<file path="src/rtl/bitop_pkg.sv">
package bitop_pkg;
  typedef enum logic [2:0] {
    BOP_SET = 3'd0,
    BOP_CLR = 3'd1,
    BOP_CPL = 3'd2,
    BOP_STC = 3'd3,
    BOP_LDC = 3'd4,
    BOP_XRC = 3'd5
  } bop_e;

  typedef enum logic [1:0] {
    ST_IDLE,
    ST_READ,
    ST_MODIFY,
    ST_WRITE
  } bop_state_e;

  // Codes with bit 2 clear produce a byte to write back.
  function automatic logic op_writes(input logic [2:0] op);
    return !op[2];
  endfunction

  // Clear and invert must see the output latch of a port register.
  function automatic logic op_reads_latch(input logic [2:0] op);
    return (op == BOP_CLR) || (op == BOP_CPL);
  endfunction
endpackage

</file>
<file path="src/rtl/bitop_mask.sv">
module bitop_mask #(
  parameter int DATA_W = 8,
  localparam int IDX_W = $clog2(DATA_W)
) (
  input  logic [IDX_W-1:0]  idx,
  output logic [DATA_W-1:0] mask
);
  for (genvar i = 0; i < DATA_W; i++) begin : g_bit
    assign mask[i] = (idx == IDX_W'(i));
  end
endmodule

</file>
<file path="src/rtl/bitop_alu.sv">
module bitop_alu
  import bitop_pkg::*;
#(
  parameter int DATA_W = 8,
  localparam int IDX_W = $clog2(DATA_W)
) (
  input  logic [DATA_W-1:0] data_in,
  input  logic [IDX_W-1:0]  idx,
  input  logic [2:0]        op,
  input  logic              cf_in,
  input  logic              zf_in,
  output logic [DATA_W-1:0] data_out,
  output logic              we,
  output logic              jf_out,
  output logic              zf_out,
  output logic              cf_out
);
  logic [DATA_W-1:0] mask;
  logic              orig;

  bitop_mask #(.DATA_W(DATA_W)) u_mask (.idx(idx), .mask(mask));

  assign orig = |(data_in & mask);

  always_comb begin
    data_out = data_in;
    we       = op_writes(op);
    jf_out   = 1'b1;
    zf_out   = zf_in;
    cf_out   = cf_in;
    if (!op[2]) begin
      unique case (op[1:0])
        2'd0: data_out = data_in | mask;
        2'd1: data_out = data_in & ~mask;
        2'd2: data_out = data_in ^ mask;
        default: data_out = cf_in ? (data_in | mask) : (data_in & ~mask);
      endcase
      if (op[1:0] != 2'd3) begin
        zf_out = !orig;
        jf_out = !orig;
      end
    end else if (op[0]) begin
      cf_out = cf_in ^ orig;
      jf_out = cf_in ^ orig;
    end else begin
      cf_out = orig;
      jf_out = !orig;
    end
  end
endmodule

</file>
<file path="src/rtl/bitop_seq.sv">
module bitop_seq
  import bitop_pkg::*;
#(
  parameter int DATA_W = 8,
  parameter int ADDR_W = 16,
  localparam int IDX_W = $clog2(DATA_W)
) (
  input  logic              clk,
  input  logic              rst_n,
  input  logic              req_valid,
  output logic              req_ready,
  input  logic              req_mem,
  input  logic [2:0]        req_op,
  input  logic [IDX_W-1:0]  req_idx,
  input  logic [DATA_W-1:0] req_operand,
  input  logic [ADDR_W-1:0] req_ptr,
  input  logic              req_cf,
  input  logic              req_zf,
  // operands presented to the bit datapath
  output logic [DATA_W-1:0] op_data,
  output logic [IDX_W-1:0]  op_idx,
  output logic [2:0]        op_code,
  output logic              op_cf,
  output logic              op_zf,
  // datapath results
  input  logic [DATA_W-1:0] alu_data,
  input  logic              alu_we,
  input  logic              alu_jf,
  input  logic              alu_zf,
  input  logic              alu_cf,
  // results
  output logic              res_valid,
  output logic [DATA_W-1:0] res_byte,
  output logic              res_we,
  output logic              res_jf,
  output logic              res_zf,
  output logic              res_cf,
  // memory side
  output logic [ADDR_W-1:0] mem_addr,
  output logic              mem_rd_req,
  output logic              mem_rd_latch,
  input  logic              mem_rd_valid,
  input  logic [DATA_W-1:0] mem_rd_data,
  output logic              mem_wr_req,
  output logic [DATA_W-1:0] mem_wr_data,
  input  logic              mem_wr_ack
);
  bop_state_e        st_q;
  logic              mem_q;
  logic [ADDR_W-1:0] ptr_q;
  logic              done_q;

  always_ff @(posedge clk or negedge rst_n) begin
    if (!rst_n) begin
      st_q     <= ST_IDLE;
      mem_q    <= 1'b0;
      ptr_q    <= '0;
      op_data  <= '0;
      op_idx   <= '0;
      op_code  <= '0;
      op_cf    <= 1'b0;
      op_zf    <= 1'b0;
      done_q   <= 1'b0;
      res_byte <= '0;
      res_we   <= 1'b0;
      res_jf   <= 1'b0;
      res_zf   <= 1'b0;
      res_cf   <= 1'b0;
    end else begin
      done_q <= 1'b0;
      unique case (st_q)
        ST_IDLE: begin
          if (req_valid) begin
            mem_q   <= req_mem;
            ptr_q   <= req_ptr;
            op_data <= req_operand;
            op_idx  <= req_idx;
            op_code <= req_op;
            op_cf   <= req_cf;
            op_zf   <= req_zf;
            st_q    <= req_mem ? ST_READ : ST_MODIFY;
          end
        end
        ST_READ: begin
          if (mem_rd_valid) begin
            op_data <= mem_rd_data;
            st_q    <= ST_MODIFY;
          end
        end
        ST_MODIFY: begin
          res_byte <= alu_data;
          res_we   <= alu_we;
          res_jf   <= alu_jf;
          res_zf   <= alu_zf;
          res_cf   <= alu_cf;
          if (mem_q && alu_we) begin
            st_q <= ST_WRITE;
          end else begin
            done_q <= 1'b1;
            st_q   <= ST_IDLE;
          end
        end
        default: begin
          if (mem_wr_ack) begin
            done_q <= 1'b1;
            st_q   <= ST_IDLE;
          end
        end
      endcase
    end
  end

  assign req_ready    = (st_q == ST_IDLE);
  assign res_valid    = done_q;
  assign mem_addr     = ptr_q;
  assign mem_rd_req   = (st_q == ST_READ);
  assign mem_rd_latch = (st_q == ST_READ) && op_reads_latch(op_code);
  assign mem_wr_req   = (st_q == ST_WRITE);
  assign mem_wr_data  = res_byte;
endmodule

</file>
<file path="src/rtl/bitop_unit.sv">
module bitop_unit #(
  parameter int DATA_W = 8,
  parameter int ADDR_W = 16,
  parameter int SEL_W  = 8,
  localparam int IDX_W = $clog2(DATA_W)
) (
  input  logic              clk,
  input  logic              rst_n,
  input  logic              req_valid,
  output logic              req_ready,
  input  logic              req_mem,
  input  logic [2:0]        req_op,
  input  logic [SEL_W-1:0]  req_bitsel,
  input  logic [DATA_W-1:0] req_operand,
  input  logic [ADDR_W-1:0] req_ptr,
  input  logic              req_cf,
  input  logic              req_zf,
  output logic              res_valid,
  output logic [DATA_W-1:0] res_byte,
  output logic              res_we,
  output logic              res_jf,
  output logic              res_zf,
  output logic              res_cf,
  output logic [ADDR_W-1:0] mem_addr,
  output logic              mem_rd_req,
  output logic              mem_rd_latch,
  input  logic              mem_rd_valid,
  input  logic [DATA_W-1:0] mem_rd_data,
  output logic              mem_wr_req,
  output logic [DATA_W-1:0] mem_wr_data,
  input  logic              mem_wr_ack
);
  logic [DATA_W-1:0] op_data, alu_data;
  logic [IDX_W-1:0]  op_idx;
  logic [2:0]        op_code;
  logic              op_cf, op_zf;
  logic              alu_we, alu_jf, alu_zf, alu_cf;
  logic              unused_sel_hi;

  // Only the low index bits of the selector steer the bit position.
  assign unused_sel_hi = ^req_bitsel[SEL_W-1:IDX_W];

  bitop_seq #(.DATA_W(DATA_W), .ADDR_W(ADDR_W)) u_seq (
    .clk(clk), .rst_n(rst_n),
    .req_valid(req_valid), .req_ready(req_ready), .req_mem(req_mem),
    .req_op(req_op), .req_idx(req_bitsel[IDX_W-1:0]),
    .req_operand(req_operand), .req_ptr(req_ptr),
    .req_cf(req_cf), .req_zf(req_zf),
    .op_data(op_data), .op_idx(op_idx), .op_code(op_code),
    .op_cf(op_cf), .op_zf(op_zf),
    .alu_data(alu_data), .alu_we(alu_we), .alu_jf(alu_jf),
    .alu_zf(alu_zf), .alu_cf(alu_cf),
    .res_valid(res_valid), .res_byte(res_byte), .res_we(res_we),
    .res_jf(res_jf), .res_zf(res_zf), .res_cf(res_cf),
    .mem_addr(mem_addr), .mem_rd_req(mem_rd_req), .mem_rd_latch(mem_rd_latch),
    .mem_rd_valid(mem_rd_valid), .mem_rd_data(mem_rd_data),
    .mem_wr_req(mem_wr_req), .mem_wr_data(mem_wr_data), .mem_wr_ack(mem_wr_ack)
  );

  bitop_alu #(.DATA_W(DATA_W)) u_alu (
    .data_in(op_data), .idx(op_idx), .op(op_code),
    .cf_in(op_cf), .zf_in(op_zf),
    .data_out(alu_data), .we(alu_we), .jf_out(alu_jf),
    .zf_out(alu_zf), .cf_out(alu_cf)
  );
endmodule

</file>
<file path="config.mk">
export PLATFORM = sky130hd
export DESIGN_NAME = bitop_unit
export DESIGN_NICKNAME = d
export VERILOG_FILES = /design/src/rtl/bitop_pkg.sv /design/src/rtl/bitop_mask.sv /design/src/rtl/bitop_alu.sv /design/src/rtl/bitop_seq.sv /design/src/rtl/bitop_unit.sv
export SDC_FILE = /design/constraint.sdc
export NUM_CORES = 1
export LEC_CHECK = 0
export BUFFER_PORTS_ARGS = -buffer_cell sky130_fd_sc_hd__buf_2
export CAP_MARGIN = 10
export CELL_PAD_IN_SITES_DETAIL_PLACEMENT = 1
export CELL_PAD_IN_SITES_GLOBAL_PLACEMENT = 2
export CORE_ASPECT_RATIO = 0.8
export CORE_MARGIN = 4
export CORE_UTILIZATION = 31
export DETAILED_ROUTE_END_ITERATION = 10
export GPL_ROUTABILITY_DRIVEN = 0
export MAX_ROUTING_LAYER = met4
export PLACE_DENSITY = 0.87
export SLEW_MARGIN = 20
export SYNTH_ARGS = -nofsm -noshare
export SYNTH_HDL_FRONTEND = slang
export SYNTH_SLANG_ARGS = --single-unit
export TNS_END_PERCENT = 1
</file>
<file path="constraint.sdc">
create_clock -name clk -period 2.47 [get_ports clk]
set_input_delay 0.3705 -clock clk [delete_from_list [all_inputs] [get_ports clk]]
set_output_delay 0.3705 -clock clk [all_outputs]
set_load 0.01 [all_outputs]
</file>
==> results of run 1 <==
==> report_power, final <==
group | total, µW | internal [µW] | switching [µW]
sequential | 1590 | 1190 | 403
combinational | 2650 | 1240 | 1410
clock | 690 | 403 | 287
total | 4930 | 2830 | 2100
==> layout make-up <==
class / instances / area [µm²]
timing repair buffer: 96 / 518
clock inverter: 1 / 7.51
sequential: 48 / 1200
inverter: 22 / 82.6
clock buffer: 7 / 143
multi-input combinational: 186 / 1490
tap: 115 / 144
fill: 1071 / 5490
==> synthesized netlist by cell type, types with 2 or more instances <==
cell and n:
nand2b_1 2, or4_1 3, nor2b_1 4, nor3b_1 2
inv_1 22, a221o_1 4, mux2_2 26, mux2i_1 13
o221ai_1 4, clkbuf_1 5, buf_2 9, nor3_1 4
buf_4 8, o211ai_1 3, o21ai_0 8, nor2_1 28
nand3_1 2, ha_1 27, o211a_1 4, nand2_1 5
or3b_4 2, dfrtp_1 48, a21oi_1 28, nand3b_1 4
==> layer usage <==
layer,vias up,share of wire
met2,56,0.46
met4,0,0.0061
li1,1122,-
met1,1167,0.48
met3,5,0.049
met5,-,0
==> registers in the layout, summed over array words and instances, names as in the netlist, 2 cells and up <==
signal             count
u_seq.mem_wr_data      8
u_seq.op_idx           3
u_seq.mem_addr        16
u_seq.st_q             2
u_seq.op_data          8
u_seq.op_code          3
==> cells by family (layout without fill, tap and decap cells) <==
family	after synthesis	in the layout
compound gates	59	59
xor+xnor	1	1
fa+ha+maj	27	27
buf+inv	44	126
flops	48	48
mux	39	39
simple gates	60	60
==> path summary, 6_finish.rpt <==
path / to / slack, ps / depth (start not counted)
setup / recovery: u_seq.res_cf / 340 / 7
hold / removal: u_seq.mem_wr_data[5] / 70 / 1
setup reg to reg: u_seq.res_cf / 340 / 7
hold reg to reg: u_seq.res_we / 490 / 1
max in group asynchronous: u_seq.mem_wr_data[2] / 1850 / 2
min in group clk: u_seq.op_code[1] / 310 / 2
==> through the flow <==
stage,setup slack [ps],cell area (µm²),total power [µW],hold slack (ps)
6_report,336,3590,4930,71.9
4_1_cts,312,3590,5020,96.7
2_1_floorplan,531,2900,3430,74.9
5_1_grt,191,3590,5440,128
3_5_place_dp,342,3440,4310,404
3_3_place_gp,393,3440,4140,399
==> critical path, cell delays in order (launching register included) <==
cell and delay (ps):
dfrtp_1 480, or3b_4 300, inv_1 50, ha_1 180
nor4_2 390, o211ai_4 160, and4_1 240, o32ai_2 240
==> results.py, run 1 <==
metrics = {
    "drt": {
        "wl_per_cell_um": 15.9,
        "drtIter0Drc": 95,
        "ant_nets": 0,
        "via_count": 2350,
        "dr.pass1.iters": 4,
        "vias_per_cell": 4.95,
        "post-route-drc-count": 0,
        "routed_wl_um": 7540,
    },
    "flow_run": {
        "maxCapViolations": 0,
    },
    "sta": {
        "worst_pin_slew_ps": 884,
        "setup_tns_ps": 0,
        "fin_crit_sh": 0.864,
        "clock_skew_ps": 6.40,
        "rsz0062_at_grt": "false",
        "max_slew_margin": 0.407,
        "setup_viol": 0,
        "fin_crit_ps": 2130,
        "drv_slew": 0,
        "hold_viol_final": 0,
        "fmax_mhz": 469,
    },
    "clock_tree": {
        "cts_sinks": 48,
        "htree_levels": 2,
        "post_cts_buffers": 0,
        "cts_buffers": 5,
        "root_buffer": "clkbuf_16",
        "clk_pin_slew_ps": 70,
        "cts_tree": "built",
        "cts-resized-gates": 0,
        "insertion_delay_ps": 290,
        "cts-hold-fix-buffers": 0,
        "cts_buffer_depth": 2,
    },
    "layout": {
        "final_util": 0.395,
        "nets": 437,
        "final_common_cell": "buf_2",
        "drive_gt1_frac": 0.378,
        "most-common-layout-cells": "buf_2, dfrtp_1, nor2_1, a21oi_1, ha_1",
        "antenna_cells": 0,
        "syn2layout_area_growth_pct": 23.7,
        "fin_cells": 475,
    },
    "floorplanning": {
        "fp-row-count": 31,
        "start_util": 0.320,
        "die-area_mm2": 0.0110,
        "die_width_um": 116,
        "die_h_um": 94.5,
        "coreArea_mm2": 0.00908,
        "ioPinCount": 92,
    },
    "logic_synthesis": {
        "syn_area_mm2": 0.00290,
        "synth-warning-count": 0,
        "synth_top_area_cell": "dfrtp_1",
        "synth_top_area_frac": 0.414,
        "synth_seq_cells": 48,
        "synth_mux_area_frac": 0.146,
        "synth_edf_count": 0,
        "postSynthAreaPerCell_um2": 10.4,
        "async_flop_share": 1.00,
        "synthXorXnorAreaFrac": 0.00302,
        "synth_top_family_by_area": "multiplexers",
        "synthAdderAreaFrac": 0.116,
        "yosys.area_share.simple": 0.112,
        "synthCells": 278,
        "syn_nets": 356,
        "synth_cell_types": 37,
        "synthFlopType": "dfrtp_1",
        "ys_top_cells_by_area": "dfrtp_1, ha_1, mux2_2",
        "ys_seq_area_frac": 0.414,
        "synth_compound_area_frac": 0.138,
    },
    "global_routing": {
        "track_usage": 0.151,
        "grt_max_degree": 28,
        "use_met2": 0.233,
        "met1_usage": 0.205,
        "antenna_found_initial": 0,
        "grtUsageMet3": 0.0301,
        "grt_pass1_vias": 2461,
        "grt_pass1_wl_um": 12500,
        "grt-ovfl-total": 0,
        "top_usage_layer": "met2",
    },
    "pwr": {
        "p_leak_uw": 0.00178,
        "ir_worst_vdd_uv": 637,
        "powerDensity_mw_per_mm2": 1370,
    },
    "critical_path": {
        "cp-startpoint": "u_seq.op_idx[0]",
        "cp.required_ps": 2670,
        "crit_path_start_kind": "register",
        "crit_type": "register to register",
        "crit_path_end_kind": "register",
        "crit_fanout": 9,
        "r2r_start": "u_seq.op_idx[0]",
        "worstPathArrival_ps": 2330,
    },
    "placement": {
        "dp_cells": 467,
        "dp_hpwl_um": 5890,
        "portBuffers": 86,
    },
    "status": {
        "status": "finished, final reports clean",
    },
    "hold_path": {
        "hold_path_class": "primary input to async pin",
    },
}
(Power assumes the default switching activity.)
==> run 2, diff against run 1 <==
--- a/config.mk
+++ b/config.mk
@@ -6,5 +6,5 @@
 export NUM_CORES = 1
 export LEC_CHECK = 0
-export BUFFER_PORTS_ARGS = -buffer_cell sky130_fd_sc_hd__buf_2
+export BUFFER_PORTS_ARGS = -buffer_cell sky130_fd_sc_hd__buf_4
 export CAP_MARGIN = 10
 export CELL_PAD_IN_SITES_DETAIL_PLACEMENT = 1
@@ -17,4 +17,5 @@
 export MAX_ROUTING_LAYER = met4
 export PLACE_DENSITY = 0.87
+export REMOVE_ABC_BUFFERS = 1
 export SLEW_MARGIN = 20
 export SYNTH_ARGS = -nofsm -noshare
==> constraint.sdc (replaced) <==
create_clock -name clk -period 2.47 [get_ports clk]
set_input_delay 0.3705 -clock clk [delete_from_list [all_inputs] [get_ports clk]]
set_output_delay 0.3705 -clock clk [all_outputs]
set_load 0.05 [all_outputs]
==> run 2 against run 1 <==
Against the previous run:
- global-route usage up 0.93 points
- maximum frequency up 1.0%
- critical endpoint is now u_seq.mem_wr_data[4]
- clock skew up 3.5 ps
- clock power up 3.5%
- non-clock buffer count down 1
==> results.py, run 2 (synthesis results as in run 1) <==
metrics = {
    "clock_tree": {
        "cts_buffers": 5,
        "cts_buffer_depth": 2,
        "cts_sinks": 48,
        "cts-hold-fix-buffers": 0,
        "insertion_delay_ps": 290,
        "htree_levels": 2,
        "cts-resized-gates": 0,
        "root_buffer": "clkbuf_16",
        "cts_tree": "built",
        "post_cts_buffers": 0,
        "clk_pin_slew_ps": 70,
    },
    "sta": {
        "fmax_mhz": 473,
        "fin_crit_sh": 0.855,
        "rsz0062_at_grt": "false",
        "max_slew_margin": 0.542,
        "layout_setup_ws_ps": 357,
        "drv_slew": 0,
        "hold_viol_final": 0,
        "setup_viol": 0,
        "setup_tns_ps": 0,
        "worst_pin_slew_ps": 684,
        "clock_skew_ps": 9.87,
        "fin_crit_ps": 2110,
    },
    "layout": {
        "syn2layout_area_growth_pct": 30.6,
        "largest_reg_flops": 16,
        "drive_gt1_frac": 0.377,
        "nets": 436,
        "final_common_cell": "buf_4",
        "final_util": 0.417,
        "antenna_cells": 0,
        "most-common-layout-cells": "buf_4, dfrtp_1, nor2_1, a21oi_1, ha_1",
    },
    "floorplanning": {
        "coreArea_mm2": 0.00908,
        "start_util": 0.320,
        "die_h_um": 94.5,
        "fp-row-count": 31,
        "die-area_mm2": 0.0110,
        "ioPinCount": 92,
        "die_width_um": 116,
    },
    "global_routing": {
        "grt-ovfl-total": 0,
        "grt_max_degree": 49,
        "track_usage": 0.160,
        "grt_pass1_vias": 2725,
        "grt_pass1_wl_um": 13200,
        "antenna_found_initial": 0,
    },
    "drt": {
        "vias_per_cell": 5.07,
        "drtIter0Drc": 80,
        "via_count": 2399,
        "ant_nets": 0,
        "post-route-drc-count": 0,
        "routed_wl_um": 8090,
        "dr.pass1.iters": 4,
        "wl_per_cell_um": 17.1,
    },
    "pwr": {
        "p_total_uw": 6230,
        "ir_worst_vdd_uv": 747,
        "powerDensity_mw_per_mm2": 1650,
        "p_leak_uw": 0.00184,
    },
    "placement": {
        "dp_hpwl_um": 6120,
        "pre_cts_ws_ps": 260,
        "portBuffers": 86,
    },
    "critical_path": {
        "crit_path_start_kind": "register",
        "r2r_start": "u_seq.op_idx[2]",
        "crit_chain": "nor3b_1, inv_1, ha_1, a21oi_1, o21ai_0, a221o_1",
        "cp.required_ps": 2640,
        "worstPathArrival_ps": 2280,
        "crit_type": "register to register",
        "critical_path.max_stage_delay_ps": 480,
        "crit_path_end_kind": "register",
        "crit_fanout": 9,
        "rr_endpoint": "u_seq.mem_wr_data[4]",
        "r2r_slack_ps": 360,
        "slowest_stage": "dfrtp_1",
        "reg2regPathDepth": 6,
    },
    "status": {
        "status": "finished, final reports clean",
    },
    "flow_run": {
        "maxCapViolations": 0,
    },
    "hold_path": {
        "hold_path_class": "primary input to async pin",
    },
}
[run 2: changes by cell type in the layout (fill, tap and decap cells not counted), sizes merged]
cell      previous run  this run
clkbuf               7         6
clkinvlp             1         0
buf                 96        95
clkinv               0         1
[run 2: layout make-up]
type | instances | area (µm²)
timing repair buffer | 95 | 713
sequential | 48 | 1200
tap | 115 | 144
clock buffer | 6 | 139
multi-input combinational | 186 | 1500
fill | 1042 | 5290
clock inverter | 1 | 8.76
inverter | 22 | 82.6
[run 2: layer usage]
metal	vias up	global-route usage	wire length (µm)
li1	1127	-	-
met1	1187	0.194	3620
met2	73	0.267	3920
met3	12	0.0372	430
met4	0	0.0483	115
met5	-	-	0
[run 2: power breakdown]
part | switching, µW | internal (µW) | leakage [µW]
sequential | 453 | 1190 | 0.000560
clock | 314 | 400 | 0.0000729
combinational | 2420 | 1450 | 0.00121
total | 3190 | 3040 | 0.00184
[run 2: worst max path at each step]
stage | to | from
floorplan | mem_rd_latch | u_seq.st_q[1]
global placement | u_seq.res_cf | u_seq.op_idx[0]
detailed placement | u_seq.op_data[1] | u_seq.st_q[0]
CTS | u_seq.op_data[1] | u_seq.st_q[0]
global route | u_seq.mem_wr_data[4] | u_seq.op_idx[1]
finish | u_seq.mem_wr_data[4] | u_seq.op_idx[2]
[run 2: stage by stage]
step	hold WS [ps]	cell area [µm²]	std cells
3_3_place_gp	428	3630	466
5_1_grt	153	3790	473
4_1_cts	126	3780	473
6_report	90.7	3790	473
3_5_place_dp	439	3630	466
2_1_floorplan	74.9	2780	256
[run 2: critical path, delay by kind of cell (launching register included)]
kind	cells	cell delay, ps
AO/OA/AOI/OAI	3	590
flip-flops	1	480
AND/OR/NAND/NOR	1	470
adder cells (fa/ha/maj)	1	300
buffers and inverters	1	150
==> run 3, diff against run 2 <==
- CORE_UTILIZATION: 31 -> 32
- PLACE_DENSITY: 0.87 -> 0.86
- SYNTH_HIERARCHICAL: unset -> 1
==> run 3 against run 2 <==
Against the previous run:
- maximum frequency fell by 3.8%
- critical path depth fell by 3
- die area barely moved
- via count fell by 4.9%
- sequential share of layout area fell by 0.39 points
- setup slack got worse by 84 ps
- clock skew fell by 4.8 ps
- synthesized cell count fell by 5.4%
- utilization rose by 0.52 points
- hold slack improved by 3.9 ps
- non-clock buffer count fell by 6
- critical path type is now register to output pin
==> results.py, run 3 <==
metrics = {
    "status": {
        "status": "finished, final reports clean",
    },
    "floorplanning": {
        "die-area_mm2": 0.0110,
        "die_width_um": 116,
        "coreArea_mm2": 0.00908,
        "die_h_um": 94.5,
        "ioPinCount": 92,
        "start_util": 0.330,
        "fp-row-count": 31,
    },
    "critical_path": {
        "r2r_start": "u_seq/op_idx[1]",
        "critical_path.max_stage_delay_ps": 900,
        "reg2regPathDepth": 6,
        "slowest_stage": "dfrtp_1",
        "crit_path_end_kind": "output pin",
        "crit_fanout": 26,
        "crit_chain": "xnor2_1, nor3_1, buf_4",
        "r2r_slack_ps": 340,
        "critical_path.top_delay_family": "flip-flops",
        "rr_endpoint": "u_seq/res_jf",
        "cp.required_ps": 2100,
        "crit_path_start_kind": "register",
        "worstPathArrival_ps": 1830,
        "crit_type": "register to output pin",
        "crit_buf_inv": 1,
    },
    "hold_path": {
        "hold_path_class": "primary input to async pin",
    },
    "layout": {
        "largest_reg_flops": 16,
        "syn2layout_area_growth_pct": 28.2,
        "drive_gt1_frac": 0.482,
        "most-common-layout-cells": "buf_4, mux2_2, dfrtp_1, ha_1, inv_1",
        "final_common_cell": "buf_4",
        "nets": 414,
        "antenna_cells": 0,
    },
    "logic_synthesis": {
        "syn_area_mm2": 0.00299,
        "yosysMostFrequentCell": "mux2_2",
        "ys_seq_area_frac": 0.402,
        "synthCells": 263,
        "synth-warning-count": 6,
        "synth_common_cells": "mux2_2, dfrtp_1, ha_1",
        "synth_edf_count": 0,
        "postSynthAreaPerCell_um2": 11.4,
        "synthFlopType": "dfrtp_1",
        "synth_seq_cells": 48,
        "ys_top_cells_by_area": "dfrtp_1, mux2_2, ha_1",
        "synth_top_area_cell": "dfrtp_1",
        "synth_top_area_frac": 0.402,
        "synth_cell_types": 47,
        "async_flop_share": 1.00,
    },
    "sta": {
        "drv_slew": 0,
        "layout_setup_ws_ps": 273,
        "fmax_mhz": 455,
        "max_slew_margin": 0.428,
        "fin_crit_sh": 0.889,
        "clock_skew_ps": 5.04,
        "setup_tns_ps": 0,
        "worst_pin_slew_ps": 858,
        "rsz0062_at_grt": "false",
        "setup_viol": 0,
        "fin_crit_ps": 2200,
        "hold_viol_final": 0,
    },
    "drt": {
        "ant_nets": 0,
        "wl_per_cell_um": 16.3,
        "via_count": 2281,
        "dr.pass1.iters": 4,
        "post-route-drc-count": 0,
        "drtIter0Drc": 37,
        "routed_wl_um": 7400,
        "vias_per_cell": 5.01,
    },
    "clock_tree": {
        "cts_tree": "built",
        "root_buffer": "clkbuf_16",
        "cts-resized-gates": 0,
        "clk_pin_slew_ps": 70,
        "insertion_delay_ps": 280,
        "cts_sinks": 48,
        "cts-hold-fix-buffers": 0,
        "post_cts_buffers": 0,
        "cts_buffers": 5,
        "cts_buffer_depth": 2,
        "htree_levels": 2,
    },
    "global_routing": {
        "antenna_found_initial": 0,
        "grt_pass1_vias": 2520,
        "track_usage": 0.143,
        "grt-ovfl-total": 0,
        "grt_pass1_wl_um": 12200,
        "grt_max_degree": 49,
    },
    "placement": {
        "dp_hpwl_um": 5570,
        "portBuffers": 86,
        "pre_cts_ws_ps": 340,
    },
    "flow_run": {
        "maxCapViolations": 0,
    },
}
==> run 3: cell count changes in the layout (fill, tap and decap cells not counted), sizes merged, moves of 5 or more <==
cell | previous run | this run
mux2 | 26 | 54
a21oi | 28 | 7
nor2 | 28 | 9
mux2i | 13 | 1
and3b | 0 | 8
a31oi | 0 | 6
and3 | 0 | 6
buf | 95 | 89
o311ai | 0 | 5
==> run 3: worst max-delay path by stage <==
stage                      from      endpoint  slack [ps]  cells after the start
2_1_floorplan  u_seq/op_code[0]  mem_rd_latch          30                      2
3_3_place_gp    u_seq/op_idx[1]  u_seq/res_jf         400                      6
3_5_place_dp    u_seq/op_idx[1]  u_seq/res_jf         340                      6
4_1_cts        u_seq/op_code[1]  mem_rd_latch         260                      3
5_1_grt        u_seq/op_code[1]  mem_rd_latch          30                      3
6_report       u_seq/op_code[1]  mem_rd_latch         270                      3
==> run 3: kinds of logic (layout without fill, tap and decap cells) <==
logic type / count (synthesis) / after routing / share of synthesized area
buffers and inverters: 43 / 120 / 0.0757
multiplexers: 55 / 55 / 0.208
XOR/XNOR: 1 / 1 / 0.00293
flip-flops: 48 / 48 / 0.402
adder cells (fa/ha/maj): 24 / 24 / 0.100
AO/OA/AOI/OAI: 45 / 45 / 0.108
AND/OR/NAND/NOR: 47 / 47 / 0.104
==> run 3: cell type report <==
cell class / instances / area (µm²)
fill: 1043 / 5240
multi-input combinational: 172 / 1560
sequential: 48 / 1200
timing repair buffer: 89 / 668
tap: 115 / 144
clock buffer: 5 / 125
inverter: 23 / 86.3
clock inverter: 3 / 46.3
==> run 3: per-layer routing <==
| layer | up-vias | wire [µm] | track usage |
|---|---|---|---|
| met5 | - | 0 | - |
| li1 | 1080 | - | - |
| met3 | 4 | 215 | 0.0211 |
| met2 | 44 | 3790 | 0.249 |
| met1 | 1153 | 3340 | 0.178 |
| met4 | 0 | 58 | 0.0280 |
==> run 3: worst register-to-register path, delay by kind of cell (launching register included) <==
kind                       cells  cell delay, ps
adders and majority gates      1             190
DFF                            1             490
muxes                          1             300
and+or+nand+nor                3             910
AOI/OAI and AO/OA              1             130
==> run 3: per-stage QoR <==
step | hold slack, ps | util | instance area, µm² | instances
2_1_floorplan | 74.9 | - | 2850 | 243
3_3_place_gp | 431 | 0.404 | 3660 | 447
3_5_place_dp | 436 | 0.404 | 3660 | 447
4_1_cts | 125 | 0.423 | 3830 | 455
5_1_grt | 155 | 0.423 | 3830 | 455
6_report | 94.6 | 0.423 | 3830 | 455
Power of run 3 is not shown: default switching activity piles up to over one toggle a cycle in this logic, so the estimate is an artifact.
